--- config.mk ---
export PLATFORM = sky130hd
export DESIGN_NAME = smi_feature_port
export DESIGN_NICKNAME = d
export VERILOG_FILES = /design/src/rtl/smi_port_pkg.sv /design/src/rtl/smi_io_decode.sv /design/src/rtl/smi_cmd_reg.sv /design/src/rtl/smi_negotiator.sv /design/src/rtl/smi_pulse_gen.sv /design/src/rtl/smi_feature_port.sv
export SDC_FILE = /design/constraint.sdc
export NUM_CORES = 1
export LEC_CHECK = 0
export ABC_CLOCK_PERIOD_IN_PS = 1400
export BUFFER_PORTS_ARGS = -buffer_cell sky130_fd_sc_hd__buf_2
export CAP_MARGIN = 25
export CORE_MARGIN = 3
export CORE_UTILIZATION = 39
export DETAILED_ROUTE_END_ITERATION = 10
export GPL_TIMING_DRIVEN = 0
export PLACE_DENSITY = 0.72
export SETUP_SLACK_MARGIN = 0.15
export SLEW_MARGIN = 20
export SYNTH_ARGS = -nofsm -noshare
export SYNTH_HDL_FRONTEND = slang
export SYNTH_SLANG_ARGS = --single-unit
--- constraint.sdc ---
create_clock -name clk -period 1.4 [get_ports clk]
set_input_delay 0.14 -clock clk [delete_from_list [all_inputs] [get_ports clk]]
set_output_delay 0.14 -clock clk [all_outputs]
set_load 0.02 [all_outputs]
--- src/rtl/smi_port_pkg.sv ---
package smi_port_pkg;

   typedef logic [7:0] io_byte_t;

   localparam int unsigned STS_KEEP_BIT = 0;
   localparam int unsigned STS_OP_BIT   = 1;
   localparam int unsigned FEAT_LSB     = 2;
   localparam int unsigned FEAT_W       = 6;
   localparam int unsigned FEAT_BCAST   = 0;

   typedef logic [FEAT_W-1:0] feat_vec_t;

   typedef enum logic {
      NEG_SET   = 1'b0,
      NEG_QUERY = 1'b1
   } neg_op_e;

   function automatic neg_op_e op_of(input io_byte_t b);
      return neg_op_e'(b[STS_OP_BIT]);
   endfunction

   function automatic feat_vec_t feat_of(input io_byte_t b);
      return b[FEAT_LSB +: FEAT_W];
   endfunction

   function automatic io_byte_t pack_sts(input feat_vec_t f, input logic err, input logic keep);
      return {f, err, keep};
   endfunction

endpackage

--- src/rtl/smi_io_decode.sv ---
module smi_io_decode #(
   parameter int unsigned ADDR_W   = 16,
   parameter logic [ADDR_W-1:0] CMD_ADDR = 'hB2,
   parameter logic [ADDR_W-1:0] STS_ADDR = 'hB3
) (
   input  logic              io_wr,
   input  logic              io_rd,
   input  logic [ADDR_W-1:0] io_addr,
   output logic              wr_cmd,
   output logic              wr_sts,
   output logic              rd_cmd,
   output logic              rd_sts
);
   logic hit_cmd, hit_sts;

   always_comb begin
      hit_cmd = (io_addr == CMD_ADDR);
      hit_sts = (io_addr == STS_ADDR);
      wr_cmd  = io_wr & hit_cmd;
      wr_sts  = io_wr & hit_sts;
      rd_cmd  = io_rd & hit_cmd;
      rd_sts  = io_rd & hit_sts;
   end
endmodule

--- src/rtl/smi_cmd_reg.sv ---
module smi_cmd_reg
   import smi_port_pkg::*;
(
   input  logic     clk,
   input  logic     rst_n,
   input  logic     wr_cmd,
   input  io_byte_t wdata,
   output io_byte_t cmd_q,
   output logic     fire_q
);
   always_ff @(posedge clk) begin
      if (!rst_n) begin
         cmd_q  <= '0;
         fire_q <= 1'b0;
      end else begin
         fire_q <= wr_cmd;
         if (wr_cmd) cmd_q <= wdata;
      end
   end
endmodule

--- src/rtl/smi_negotiator.sv ---
module smi_negotiator
   import smi_port_pkg::*;
#(
   parameter feat_vec_t FEAT_AVAIL      = 6'b000001,
   parameter bit        HAS_NEGOTIATION = 1'b1
) (
   input  logic      clk,
   input  logic      rst_n,
   input  logic      wr_sts,
   input  io_byte_t  wdata,
   output io_byte_t  sts_q,
   output feat_vec_t feat_en
);
   io_byte_t  sts_d;
   feat_vec_t en_d;
   feat_vec_t req;
   logic      bad;

   generate
      if (HAS_NEGOTIATION) begin : g_neg
         always_comb begin
            req   = feat_of(wdata);
            bad   = |(req & ~FEAT_AVAIL);
            sts_d = sts_q;
            en_d  = feat_en;
            if (wr_sts) begin
               if (op_of(wdata) == NEG_QUERY) begin
                  sts_d = pack_sts(FEAT_AVAIL, 1'b0, wdata[STS_KEEP_BIT]);
               end else begin
                  sts_d = pack_sts('0, bad, wdata[STS_KEEP_BIT]);
                  if (!bad) en_d = req;
               end
            end
         end
      end else begin : g_legacy
         always_comb begin
            req   = feat_of(wdata);
            bad   = |req;
            sts_d = sts_q;
            en_d  = '0;
            if (wr_sts) begin
               if (op_of(wdata) == NEG_QUERY)
                  sts_d = pack_sts('0, 1'b1, wdata[STS_KEEP_BIT]);
               else
                  sts_d = pack_sts('0, bad, wdata[STS_KEEP_BIT]);
            end
         end
      end
   endgenerate

   always_ff @(posedge clk) begin
      if (!rst_n) begin
         sts_q   <= '0;
         feat_en <= '0;
      end else begin
         sts_q   <= sts_d;
         feat_en <= en_d;
      end
   end
endmodule

--- src/rtl/smi_pulse_gen.sv ---
module smi_pulse_gen #(
   parameter int unsigned NUM_CPU = 4,
   parameter int unsigned CPU_W   = 2
) (
   input  logic               clk,
   input  logic               rst_n,
   input  logic               wr_cmd,
   input  logic               bcast,
   input  logic [CPU_W-1:0]   cpu_idx,
   output logic [NUM_CPU-1:0] smi_q
);
   generate
      for (genvar i = 0; i < NUM_CPU; i++) begin : g_lane
         logic hit;
         always_comb hit = wr_cmd & (bcast | (cpu_idx == CPU_W'(i)));
         always_ff @(posedge clk) begin
            if (!rst_n) smi_q[i] <= 1'b0;
            else        smi_q[i] <= hit;
         end
      end
   endgenerate
endmodule

--- src/rtl/smi_feature_port.sv ---
module smi_feature_port
   import smi_port_pkg::*;
#(
   parameter int unsigned       ADDR_W          = 16,
   parameter logic [ADDR_W-1:0] CMD_ADDR        = 'hB2,
   parameter logic [ADDR_W-1:0] STS_ADDR        = 'hB3,
   parameter int unsigned       NUM_CPU         = 4,
   parameter int unsigned       CPU_W           = (NUM_CPU > 1) ? $clog2(NUM_CPU) : 1,
   parameter logic [5:0]        FEAT_AVAIL      = 6'b000001,
   parameter bit                HAS_NEGOTIATION = 1'b1
) (
   input  logic               clk,
   input  logic               rst_n,
   input  logic               io_wr,
   input  logic               io_rd,
   input  logic [ADDR_W-1:0]  io_addr,
   input  logic [7:0]         io_wdata,
   output logic [7:0]         io_rdata,
   input  logic [CPU_W-1:0]   cpu_idx,
   output logic [NUM_CPU-1:0] smi_pulse
);
   localparam int unsigned MIN_CPU_W = (NUM_CPU > 1) ? $clog2(NUM_CPU) : 1;

   generate
      if (NUM_CPU < 1) begin : g_bad_cpu
         $error("NUM_CPU must be at least 1");
      end
      if (CPU_W < MIN_CPU_W) begin : g_bad_w
         $error("CPU_W too narrow for NUM_CPU");
      end
      if (CMD_ADDR == STS_ADDR) begin : g_bad_addr
         $error("command and status addresses must differ");
      end
   endgenerate

   logic      wr_cmd, wr_sts, rd_cmd, rd_sts;
   io_byte_t  cmd_q, sts_q;
   feat_vec_t feat_en;
   logic      fire_q;

   smi_io_decode #(
      .ADDR_W  (ADDR_W),
      .CMD_ADDR(CMD_ADDR),
      .STS_ADDR(STS_ADDR)
   ) u_dec (
      .io_wr  (io_wr),
      .io_rd  (io_rd),
      .io_addr(io_addr),
      .wr_cmd (wr_cmd),
      .wr_sts (wr_sts),
      .rd_cmd (rd_cmd),
      .rd_sts (rd_sts)
   );

   smi_cmd_reg u_cmd (
      .clk   (clk),
      .rst_n (rst_n),
      .wr_cmd(wr_cmd),
      .wdata (io_wdata),
      .cmd_q (cmd_q),
      .fire_q(fire_q)
   );

   smi_negotiator #(
      .FEAT_AVAIL     (FEAT_AVAIL),
      .HAS_NEGOTIATION(HAS_NEGOTIATION)
   ) u_neg (
      .clk    (clk),
      .rst_n  (rst_n),
      .wr_sts (wr_sts),
      .wdata  (io_wdata),
      .sts_q  (sts_q),
      .feat_en(feat_en)
   );

   smi_pulse_gen #(
      .NUM_CPU(NUM_CPU),
      .CPU_W  (CPU_W)
   ) u_pulse (
      .clk    (clk),
      .rst_n  (rst_n),
      .wr_cmd (wr_cmd),
      .bcast  (feat_en[FEAT_BCAST]),
      .cpu_idx(cpu_idx),
      .smi_q  (smi_pulse)
   );

   always_comb begin
      io_rdata = '0;
      if (rd_cmd) io_rdata = cmd_q;
      if (rd_sts) io_rdata = sts_q;
   end
endmodule

# ---- Yosys cells after proc, flatten, opt, wreduce, memory -nomap -nowiden
# Cells that the tools add are included.
dict set report totals {
  register_bits 21
  latch_bits 0
  ram_bits 0
  rom_bits 0
  inputBits 30
  out_inout_bits 12
  wordCells 32
  mem_count 0
}
dict set report classes {
  n_addsub 0
  multipliers 0
  n_div 0
  n_lt_le_gt_ge 0
  n_eq_ne 5
  shifts 0
  mux 3
  bitwise 14
  n_reduce_logical 3
}
# operator count
set op_table {}
lappend op_table {{$eq A16 B8 Y1 const B} 2}
lappend op_table {{$mux W8} 2}
lappend op_table {{$and A1 B1 Y1} 8}
lappend op_table {{$reduce_or A5 Y1} 1}
lappend op_table {{$eq A2 B2 Y1 const B} 2}
lappend op_table {{$or A1 B1 Y1} 4}
lappend op_table {{$mux W3} 1}
lappend op_table {{$reduce_and A3 Y1} 1}
lappend op_table {{$eq A2 B1 Y1 const B} 1}
lappend op_table {{$logic_not A2 Y1} 1}
lappend op_table {{$not A1 Y1} 2}

# ---- Depth between registers and ports, before layout
dict set report depth {
  word_depth 4
  mapped_depth 6
  mapped_depth_nobuf 4
}

# ---- Modules after synthesis
# A second synthesis with hierarchy kept.
dict set report unflattened {
  cells_unflattened 100
  hier_area_um2 1007.2
}
# mod instances cells_per_inst area_per_inst_um2 seq_area_each_um2
set modules_own_cells {}
lappend modules_own_cells {smi_negotiator 1 35 356.6 180.2}
lappend modules_own_cells {smi_cmd_reg 1 27 329.1 180.2}
lappend modules_own_cells {smi_pulse_gen 1 14 133.9 80.1}
lappend modules_own_cells {smi_feature_port 1 14 102.6 0.0}
lappend modules_own_cells {smi_io_decode 1 10 85.1 0.0}

# ---- Worst setup path before layout
# No wires, ideal clock.
dict set report synth_path {
  path_type {in2reg}
  from {input port io_addr[13]}
  to {register u_cmd.cmd_q[1]}
  setup_ns 0.118
  t_arrival_ns 1.325
  required_ns 1.282
  setup_slack_ns -0.043
  cell_stages 6
  path_buffers 2
  path_cell_list {nor4b_2 nand4b_1 or3_1 buf_6 buf_12 mux2i_1}
}
dict set report synth_between {
  elab_chain_len 2
}
# item line_no
set synth_lines {}
lappend synth_lines {{start: declaration} smi_feature_port.sv:16} ;# input logic [ADDR_W-1:0] io_addr,
lappend synth_lines {{$eq A16 B8 Y1} smi_io_decode.sv:17} ;# hit_cmd = (io_addr == CMD_ADDR);
lappend synth_lines {{$and A1 B1 Y1} smi_io_decode.sv:19} ;# wr_cmd = io_wr & hit_cmd;
lappend synth_lines {{end signal: assignment} smi_cmd_reg.sv:17} ;# if (wr_cmd) cmd_q <= wdata;
lappend synth_lines {{end: declaration} smi_cmd_reg.sv:8} ;# output io_byte_t cmd_q,
# Every way passes these cells.
# A chain may end at the register's enable or synchronous reset.

# ---- Worst setup path after layout
dict set report layout_path {
  from {input port io_addr[14]}
  to {register u_pulse.smi_q[0]}
}
dict set report layout_between {
  elab_chain_len 3
}
# item line_no
set layout_lines {}
lappend layout_lines {{$eq A16 B8 Y1} smi_io_decode.sv:17}
lappend layout_lines {{$and A1 B1 Y1} smi_io_decode.sv:19}
lappend layout_lines {{$and A1 B1 Y1} smi_pulse_gen.sv:15} ;# always_comb hit = wr_cmd & (bcast | (cpu_idx == CPU_W'(i)));
lappend layout_lines {{end signal: indexed assignment} smi_pulse_gen.sv:18} ;# else smi_q[i] <= hit;
lappend layout_lines {{end: declaration} smi_pulse_gen.sv:10} ;# output logic [NUM_CPU-1:0] smi_q
# Every way passes these cells.

==> impl_metrics.json <==
{
  "drt-total-wl_um": 2150,
  "ys_ff_latch": 16,
  "rsz0062_at_grt": "yes",
  "netlist_area_um2": 825,
  "maxCapViolCount": 0,
  "finalClockSkew_ns": 0.000120,
  "die_area_um2": 2700,
  "core_um2": 1980,
  "seq_area_frac_synth": 0.388,
  "clk_pin_slew_ns": 0.09,
  "drc": 0,
  "maxSlewViolCount": 0,
  "rows": 16,
  "grt_pass1_vias": 788,
  "crit_path_start_kind": "input pin",
  "cts_buffers": 3,
  "multi_input_area_um2": 509,
  "path_class": "input pin to register",
  "worstPathArrival_ns": 1.68,
  "drt-initial-drc-count": 8,
  "gr-total-overflow": 0,
  "start_util": 0.416,
  "hold_path_class": "input pin to register",
  "ys_warn_count": 0,
  "avgRoutedWirePerCell_um": 12.7,
  "max_slew_margin": 0.692,
  "layout-drive-gt1-share": 0.486,
  "area_growth_syn_to_layout_pct": 58.9,
  "cp_data_required_time_ns": 1.62,
  "root_buffer": "clkbuf_4",
  "dr.pass1.iters": 4,
  "syn_nets": 122,
  "cts.sinks": 16,
  "period_share": 1.04,
  "rrSetupSlack_ns": 0.69,
  "end_kind": "register",
  "setup_violations": 20,
  "cts_tree": "yes",
  "antenna_found_initial": 0,
  "die_y_um": 52.0,
  "avgSynthCellArea_um2": 8.96,
  "via_per_inst": 4.80,
  "ctsHoldBuffers": 0,
  "io_buffers": 40,
  "gp_congestion": 0.749,
  "ys_types": 20,
  "track_usage": 0.174,
  "n_antenna_cell": 0,
  "period_needed_ns": 1.46,
  "worstMarginPinSlew_ns": 0.462,
  "p_leak_nw": 0.641,
  "nFillCells": 156,
  "vias": 811,
  "critPathMaxFanout": 5,
  "ir_drop_uv": 733,
  "hold_ws_ns": 0.0994,
  "clkLatencyLatePin_ns": 0.29,
  "grt_pass1_wl_um": 3400,
  "setup_tns_ns": -0.692,
  "seqCellArea_um2": 320,
  "violations": "negative setup slack",
  "fp.dieW_um": 52.0,
  "setup_slack_ns": -0.0607,
  "timing.fmax_mhz": 685,
  "dpl.hpwl_um": 1510,
  "clockBufferDepth": 2,
  "ios": 42,
  "htreeDepth": 1,
  "status": "finished, violations left",
  "grt_max_degree": 11,
  "p_per_area_nw_per_um2": 655,
  "syn_inst": 92,
  "fin_nets": 173,
  "drtAntennaViolNets": 0,
  "hold_viol_final": 0
}
[layer usage]
layer | track usage | routed length (um) | vias to the layer above
li1 | - | - | 416
met1 | 0.202 | 923 | 372
met2 | 0.285 | 1070 | 18
met3 | 0.0602 | 126 | 5
met4 | 0.0786 | 34 | 0
met5 | 0 | 0 | -
[placed cells by master, fill, tap and decap left out, types with 3 or more instances in the layout]
cell type | netlist | final
mux2i_1 | 14 | 14
buf_2 | 0 | 28
a21oi_1 | 5 | 5
buf_6 | 1 | 16
inv_1 | 3 | 3
nor3b_2 | 4 | 4
buf_4 | 0 | 3
dfxtp_1 | 16 | 16
nand2_1 | 20 | 20
and2_4 | 0 | 3
nor2_4 | 0 | 3
clkbuf_1 | 4 | 3
clkbuf_4 | 0 | 3
[kinds of logic after synthesis]
family / share of synthesized area
flops: 0.388
buf+inv: 0.0698
simple gates: 0.320
mux: 0.170
compound gates: 0.0516
[state kept, by name, indices dropped and copies added (netlist names)]
signal         flops
u_cmd.cmd_q        8
u_pulse.smi_q      4
u_neg.sts_q        3
u_neg.feat_en      1
[path summary, 6_finish.rpt]
check	from	to	cells after the start
worst max-delay path	io_addr[14]	u_pulse.smi_q[0]$_SDFF_PN0_	9
worst min-delay path	io_wdata[3]	u_cmd.cmd_q[3]$_SDFFE_PN0P_	3
worst max register to register	u_neg.feat_en[0]$_SDFFE_PN0P_	u_pulse.smi_q[0]$_SDFF_PN0_	2
worst min register to register	u_cmd.cmd_q[4]$_SDFFE_PN0P_	u_cmd.cmd_q[4]$_SDFFE_PN0P_	2
[through the flow]
step                power, mW  cell area (um^2)  utilization  std cells  setup WS, ns
finish                  0.858              1310        0.661        169       -0.0607
global route            0.902              1310        0.661        169        -0.171
CTS                     0.871              1260        0.634        167       -0.0162
detailed placement      0.554              1090        0.548        159        -0.348
global placement        0.551              1090        0.548        159        -0.311
floorplan               0.502               852            -         92      -0.00372
[report_power, final]
part           total, mW  leakage (nW)  internal, mW  switching [mW]
registers          0.455         0.129         0.455      0.00000129
logic             0.0984         0.491        0.0525          0.0459
clock network      0.305        0.0210         0.159           0.146
[final cells by class]
cell class	count	area share
Buffer	6	0.0411
Sequential cell	16	0.245
Clock buffer	4	0.0277
Inverter	3	0.00860
Multi-Input combinational cell	67	0.389
Timing Repair Buffer	46	0.264
Tap cell	27	0.0258
[cell usage after synthesis, drive strengths merged]
library cell	number	share of area
nor3b	4	0.061
nand2	20	0.091
nor4b	1	0.018
inv	3	0.014
o311ai	1	0.011
nand3	2	0.012
buf	2	0.038
dfxtp	16	0.39
a21oi	5	0.030
nor2	5	0.023
clkbuf	4	0.018
mux2i	14	0.17
nand4b	2	0.021
or3	2	0.015
nor3	3	0.018
or2	1	0.0076
o41ai	1	0.011
and4bb	1	0.015
and2	5	0.038
[what timing repair did]
action / CTS / global route
setup buffers: 4 / 1
pin swaps: 14 / 4
gates resized for setup: 28 / 7
endpoints found under the setup margin: 18 / 24
cloned: 0 / 1
[worst max-delay path: stages]
cell and delay (ns):
buf_6 0.10, nor4b_4 0.26, nand4b_1 0.14, buf_6 0.15, buf_4 0.13, or3_4 0.32
buf_6 0.14, clkbuf_16 0.15, nor3b_2 0.15
Power figures use the tool's default switching activity.
